===== src/rtl/cal_mem_ctrl.sv =====
`timescale 1ns/1ps
module cal_mem_ctrl #(
  parameter int AW   = 8,
  parameter int DW   = 6,
  parameter int DIVW = 12,
  parameter int SELW = 3,
  parameter logic [DW-1:0] DEF_VAL = '1
) (
  input  logic            clk,
  input  logic            rst_n,
  input  logic            smem_wr_ena,
  input  logic            smem_rd_ena,
  input  logic            fmem_rd_ena,
  input  logic [AW-1:0]   acc_addr,
  input  logic [DW-1:0]   acc_wdata,
  input  logic            smem_wr_req,
  input  logic            smem_rd_req,
  input  logic            fmem_rd_req,
  input  logic            xfer_go,
  input  logic            fill_go,
  input  logic            cal_go,
  input  logic [SELW-1:0] cal_div,
  input  logic            cal_fin,
  input  logic            eng_we,
  input  logic [AW-1:0]   eng_addr,
  input  logic [DW-1:0]   eng_wdata,
  input  logic [DW-1:0]   smem_rdata,
  input  logic [DW-1:0]   fmem_rdata,
  output logic [DW-1:0]   rd_data,
  output logic            rd_valid,
  output logic            busy,
  output logic [1:0]      cal_code,
  output logic            xfer_done,
  output logic            scal_done,
  output logic            cal_start,
  output logic            cal_tick,
  output logic            smem_we,
  output logic [AW-1:0]   smem_addr,
  output logic [DW-1:0]   smem_wdata,
  output logic [AW-1:0]   fmem_addr
);
  localparam logic [AW-1:0] LAST = '1;
  localparam logic [1:0] C_UNCAL = 2'b00, C_SELF = 2'b01, C_FACT = 2'b10, C_USER = 2'b11;

  typedef enum logic [1:0] {S_IDLE, S_XFER, S_FILL, S_CAL} st_t;

  st_t st;
  logic [AW-1:0] idx, pend_addr;
  logic pend, rd_pend, rd_f;
  logic [DIVW-1:0] div_cnt;

  assign busy = (st != S_IDLE) || pend;

  wire idle    = !busy;
  wire go_any  = idle && (fill_go || xfer_go || cal_go);
  wire do_fill = idle && fill_go;
  wire do_xfer = idle && xfer_go && !fill_go;
  wire do_cal  = idle && cal_go && !fill_go && !xfer_go;
  wire usr_wr  = idle && !go_any && smem_wr_ena && smem_wr_req;
  wire usr_rd  = idle && !go_any && !usr_wr && smem_rd_ena && smem_rd_req;
  wire usr_frd = idle && !go_any && !usr_wr && !usr_rd && fmem_rd_ena && fmem_rd_req;

  always_comb begin
    smem_we    = 1'b0;
    smem_addr  = acc_addr;
    smem_wdata = acc_wdata;
    if (pend) begin
      smem_we    = 1'b1;
      smem_addr  = pend_addr;
      smem_wdata = fmem_rdata;
    end else begin
      case (st)
        S_FILL: begin
          smem_we    = 1'b1;
          smem_addr  = idx;
          smem_wdata = DEF_VAL;
        end
        S_CAL: begin
          smem_we    = eng_we;
          smem_addr  = eng_addr;
          smem_wdata = eng_wdata;
        end
        default: smem_we = usr_wr;
      endcase
    end
  end

  assign fmem_addr = (st == S_XFER) ? idx : acc_addr;
  assign rd_data   = rd_f ? fmem_rdata : smem_rdata;
  assign rd_valid  = rd_pend;

  always_ff @(posedge clk or negedge rst_n) begin
    if (!rst_n) begin
      st        <= S_IDLE;
      idx       <= '0;
      pend      <= 1'b0;
      pend_addr <= '0;
      rd_pend   <= 1'b0;
      rd_f      <= 1'b0;
      cal_code  <= C_UNCAL;
      xfer_done <= 1'b0;
      scal_done <= 1'b0;
      cal_start <= 1'b0;
    end else begin
      cal_start <= do_cal;
      rd_pend   <= usr_rd || usr_frd;
      rd_f      <= usr_frd;
      pend      <= (st == S_XFER);
      pend_addr <= idx;
      if (go_any) begin
        xfer_done <= 1'b0;
        scal_done <= 1'b0;
        idx       <= '0;
      end
      if (usr_wr) cal_code <= C_USER;
      if (pend && pend_addr == LAST) begin
        xfer_done <= 1'b1;
        cal_code  <= C_FACT;
      end
      case (st)
        S_IDLE: begin
          if (do_fill)      st <= S_FILL;
          else if (do_xfer) st <= S_XFER;
          else if (do_cal)  st <= S_CAL;
        end
        S_XFER, S_FILL: begin
          idx <= idx + 1'b1;
          if (idx == LAST) begin
            st <= S_IDLE;
            if (st == S_FILL) cal_code <= C_UNCAL;
          end
        end
        S_CAL: begin
          if (cal_fin) begin
            st        <= S_IDLE;
            scal_done <= 1'b1;
            cal_code  <= C_SELF;
          end
        end
        default: st <= S_IDLE;
      endcase
    end
  end

  always_ff @(posedge clk or negedge rst_n) begin
    if (!rst_n) div_cnt <= '0;
    else        div_cnt <= div_cnt + 1'b1;
  end

  wire [DIVW-1:0] div_mask = {DIVW{1'b1}} >> cal_div;
  assign cal_tick = (div_cnt & div_mask) == div_mask;


  cal_start_pulse_chk: assert property (@(posedge clk) disable iff (!rst_n)
    cal_start |=> !cal_start);


  xfer_code_chk: assert property (@(posedge clk) disable iff (!rst_n)
    $rose(xfer_done) |-> cal_code == C_FACT);


  scal_code_chk: assert property (@(posedge clk) disable iff (!rst_n)
    $rose(scal_done) |-> cal_code == C_SELF);


  usr_wr_code_chk: assert property (@(posedge clk) disable iff (!rst_n)
    (smem_wr_req && smem_wr_ena && !busy && !fill_go && !xfer_go && !cal_go)
      |=> cal_code == C_USER);


  fill_data_chk: assert property (@(posedge clk) disable iff (!rst_n)
    (st == S_FILL && smem_we) |-> smem_wdata == DEF_VAL);


  tick_gap_chk: assert property (@(posedge clk) disable iff (!rst_n)
    cal_tick |=> !cal_tick);


  fin_ignored_chk: assert property (@(posedge clk) disable iff (!rst_n)
    (cal_fin && !busy && !fill_go && !xfer_go && !cal_go && !smem_wr_req)
      |=> ($stable(scal_done) && $stable(cal_code)));


  busy_no_start_chk: assert property (@(posedge clk) disable iff (!rst_n)
    (busy && cal_go) |=> !cal_start);
endmodule


===== config.mk =====
export PLATFORM = sky130hd
export DESIGN_NAME = cal_mem_ctrl
export DESIGN_NICKNAME = d
export VERILOG_FILES = /design/src/rtl/cal_mem_ctrl.sv
export SDC_FILE = /design/constraint.sdc
export NUM_CORES = 1
export LEC_CHECK = 0
export BUFFER_PORTS_ARGS = -buffer_cell sky130_fd_sc_hd__clkbuf_2
export CAP_MARGIN = 20
export CORE_MARGIN = 2
export CORE_UTILIZATION = 45
export DETAILED_ROUTE_END_ITERATION = 12
export PLACE_DENSITY = 0.87
export SYNTH_ARGS = -nofsm -noshare
export SYNTH_HDL_FRONTEND = slang
export SYNTH_SLANG_ARGS = --single-unit

===== constraint.sdc =====
create_clock -name clk -period 1.8 [get_ports clk]
set_input_delay 0.27 -clock clk [delete_from_list [all_inputs] [get_ports clk]]
set_output_delay 0.27 -clock clk [all_outputs]
set_load 0.02 [all_outputs]

==> results.txt <==
The clock sink count was 38; the overall die width was 74.7 um. The vertical extent of the die is 74.7 um. For this block, the initial DRC count from the detailed router was 197. The power dissipated by switching net loads is 2.30 mW. The top-area cell type share of the netlist area is 42.3%. The pin count of the biggest net entering global routing was 39; the average routed wire per standard cell was 15.6 um. At the pin with the least slew margin, the transition time is 0.459 ns. The run gives -0.311 ns as the final worst setup slack. STA puts the critical path data required time at 1.53 ns.

The flow ran to the end, but the final reports show violations. Global routing used 26.5% of the available met1 tracks. The congestion estimate from routability-driven global placement came to 0.831. STA classifies the critical path endpoint as a primary output. The later pin in the worst-skew pair is clocked with a latency of 0.29 ns. The number of standard cells after synthesis was 236; the area overhead of the layout relative to synthesis was 43.6%. The cell area that synthesis handed to floorplanning was 0.00225 sq mm.

Cell internal power was estimated by the tool at 2.82 mW. The type of the worst min-delay path was primary input to asynchronous set/reset pin. By area the synthesized netlist is led by sky130_fd_sc_hd__dfrtp_1, sky130_fd_sc_hd__mux2_2, sky130_fd_sc_hd__a21oi_1. The final hold violation count is 0, and the total via count after detailed routing is 2248. The filler cells instantiated in the layout total 353. Setup violations remaining at the end of the flow were counted as 23. The number of placed instances, taps included, is 403. The worst-path maximum fanout works out to 3. The run gives 22.3% as the total routing usage reported by global routing. The HPWL reported at the end of detailed placement is 4.51 mm. Initial antenna violation count: 0. For this configuration, the core starts out at a cell density of 47.0%. The analysis attributes to cell leakage a power of 1.55 nW. In this run the core area contains 25 standard-cell rows. Final clock skew: 0.00534 ns. The ratio of total power to cell area is 1580 mW/mm^2.

The number of max-slew violations in the final report came out at 0. Global routing consumed, on the met3 layer, 4.95% of the routing resources. Buffers inserted to repair hold after CTS numbered 0. TritonCTS built the clock tree.

The checks that failed: negative setup slack. The post-route core utilization is 67.5%, and the number of distinct library cells after synthesis is 38. The final layout contains 411 nets. Static timing analysis puts the maximum clock frequency at 474 MHz. The routed design has 6.50 mm of wire. In this run the clock root is driven by a sky130_fd_sc_hd__clkbuf_8. The number of standard cells in the layout, taps in and fillers out is 416, and the first-pass iteration count of the detailed router is 4. For the headroom to the max-slew limit, the log shows 69.4%. The logs give 23.8% for the power share of the sequential group and 0 for the final routed DRC violation total. Setup total negative slack on the finished layout was measured at -4.58 ns. The tool flagged a number of max-cap violations equal to 0.

The synthesized design contains 38 register bits. Across the whole layout, storage elements account for 958 sq um. The switching fraction of total power was 44.9%; the number of synthesis warnings was 0. In the final layout, the share of cells above drive strength 1 is 50.7%. Part of the total power dissipated in combinational logic: 62.2%. Clock tree synthesis inserted a total of 5 buffers. The clock slew at the register clock pins of the worst setup and hold paths is 0.08 ns, and the number of synthesized flops with an enable pin is 0. In this run the number of H-tree levels came out at 2.

Setup repair after global routing could not meet its margin everywhere. Type of the setup path with the least slack: register to primary output. Of the synthesized area, sequential elements account for 42.3%. The number of antenna diodes in the final layout is 0. In this run the cell area measured after placement is 0.00294 sq mm. The first-pass GRT wire length was 9.43 mm; the count of input and output buffers was 92. The number of nets produced by synthesis is 299, and the share of flip-flops with an asynchronous set or reset is 100%.

The synthesized area per cell works out to 9.53 sq um. STA classifies the critical path startpoint as a register. After layout, the worst path uses 117% of the clock period. VDD sags by at most 0.734 mV.

The longest clock path from root to sink contains 2 buffers. The tools report the via count of the first global-routing pass as 2136. Among all flip-flop cells after synthesis, the most frequent one is sky130_fd_sc_hd__dfrtp_1. Remaining antenna violation count: 0.

The library cell occupying the most area in the post-synthesis netlist was sky130_fd_sc_hd__dfrtp_1. The run gives 0.04 ns as the setup slack of the worst register-to-register path. Clock network fraction of total power: 14.0%. Critical path arrival: 1.84 ns. The design draws 5.12 mW. Total overflow reported by the global router: 0. In the final layout, the multi-input gates occupy 0.00132 sq mm.

For the worst slack at placement, the log shows -0.0442 ns. The die covers 0.00558 sq mm. The logs give 0.0104 ns for the final-layout worst hold slack and 39.6% for the met2 track utilization from global routing.

The average via count per standard cell is 5.40. The post-route cell area was 0.00323 sq mm; the number of I/O pins was 93. met2 is the most crowded layer.

After layout, the minimum clock period comes to 2.11 ns. The area of the placeable core is 0.00479 sq mm.
sequential cells by signal, summed over array words and instances (netlist names):
signal / count
pend: 1
cal_start: 1
scal_done: 1
idx: 8
rd_f: 1
cal_code: 2
pend_addr: 8
div_cnt: 12
st: 2
xfer_done: 1
rd_valid: 1
synth_stat cells, drive strengths merged (2+ instances only):
| cell type | count |
|---|---|
| inv | 15 |
| nand4 | 7 |
| mux2 | 14 |
| o21a | 2 |
| and4 | 2 |
| o21ai | 14 |
| a22o | 8 |
| clkbuf | 7 |
| o211ai | 3 |
| ha | 7 |
| a21oi | 21 |
| mux2i | 8 |
| a31oi | 3 |
| nor2 | 10 |
| xor2 | 3 |
| and3 | 3 |
| buf | 5 |
| dfrtp | 38 |
| or3 | 2 |
| nand2 | 20 |
| a211oi | 8 |
| nor3 | 2 |
| xnor2 | 8 |
| nor2b | 7 |
| nand3 | 9 |
critical path, stage by stage, from the launching register on:
cell and delay [ns]:
sky130_fd_sc_hd__dfrtp_2 0.45, sky130_fd_sc_hd__inv_2 0.11, sky130_fd_sc_hd__ha_4 0.14, sky130_fd_sc_hd__nor2b_4 0.16, sky130_fd_sc_hd__inv_4 0.04, sky130_fd_sc_hd__or3_4 0.32, sky130_fd_sc_hd__o211ai_1 0.16, sky130_fd_sc_hd__buf_4 0.17
kinds of logic (layout without fill, tap and decap cells):
| logic type | after synthesis | count (layout) | share of synthesized area (%) |
|---|---|---|---|
| AO/OA/AOI/OAI | 62 | 62 | 17.4 |
| XOR/XNOR | 11 | 11 | 4.28 |
| adder cells (fa/ha/maj) | 7 | 7 | 3.89 |
| buffers and inverters | 27 | 140 | 5.06 |
| flip-flops | 38 | 38 | 42.3 |
| multiplexers | 22 | 22 | 10.6 |
| AND/OR/NAND/NOR | 69 | 69 | 16.5 |
per-layer routing:
metal	share of wire [%]	vias up	wire, um
li1	-	1071	-
met1	39	1060	2510
met2	53	101	3410
met3	6.1	16	399
met4	2.6	0	171
met5	0	-	0
layout make-up:
class	count	share of cell area (%)
multi-input cells	171	40.7
well taps	67	2.59
clock buffers	5	2.13
inverters	15	1.82
flip-flops and latches	38	29.7
clock inverters	3	1.24
repair buffers	117	21.8
path summary, 6_finish.rpt:
check / startpoint / to / depth (start not counted)
worst min register to register: div_cnt[8] / div_cnt[8] / 1
max in group asynchronous: rst_n / pend / 2
worst max register to register: pend / cal_code[0] / 6
min in group clk: fmem_rd_ena / rd_f / 3
worst max-delay path: st[0] / smem_we / 7
worst min-delay path: rst_n / div_cnt[8] / 2
what timing repair did:
item | in CTS | in global routing
setup endpoints to repair | 25 | 30
gates resized for setup | 21 | 33
pin swaps | 5 | 6
buffers inserted | 3 | 4
power by group through the flow:
stage                     clock [mW]  sequential (mW)  combinational [mW]
after detailed placement           0             1.19                2.81
after floorplan                    0             1.16                1.85
after global placement             0             1.19                2.73
final                          0.715             1.22                3.19
after CTS                      0.719             1.18                3.03
after global routing           0.767             1.24                3.45
cells in the final DEF, fill, tap and decap left out, types with 4 or more instances in the layout:
cell | synthesis | routed
sky130_fd_sc_hd__clkbuf_2 | 0 | 77
sky130_fd_sc_hd__dfrtp_1 | 38 | 32
sky130_fd_sc_hd__buf_4 | 0 | 31
sky130_fd_sc_hd__nand2_1 | 20 | 20
sky130_fd_sc_hd__mux2_2 | 14 | 14
sky130_fd_sc_hd__inv_1 | 15 | 12
sky130_fd_sc_hd__a21oi_1 | 20 | 12
sky130_fd_sc_hd__o21ai_0 | 14 | 12
sky130_fd_sc_hd__nand3_1 | 9 | 9
sky130_fd_sc_hd__nor2_1 | 10 | 9
sky130_fd_sc_hd__a21oi_2 | 1 | 9
sky130_fd_sc_hd__a22o_1 | 8 | 8
sky130_fd_sc_hd__a211oi_2 | 0 | 8
sky130_fd_sc_hd__xnor2_1 | 8 | 8
sky130_fd_sc_hd__mux2i_1 | 8 | 8
sky130_fd_sc_hd__nand4_1 | 7 | 7
sky130_fd_sc_hd__nor2b_1 | 6 | 6
sky130_fd_sc_hd__dfrtp_2 | 0 | 6
sky130_fd_sc_hd__clkbuf_8 | 0 | 5
sky130_fd_sc_hd__clkbuf_4 | 0 | 4
(Power assumes the default switching activity.)
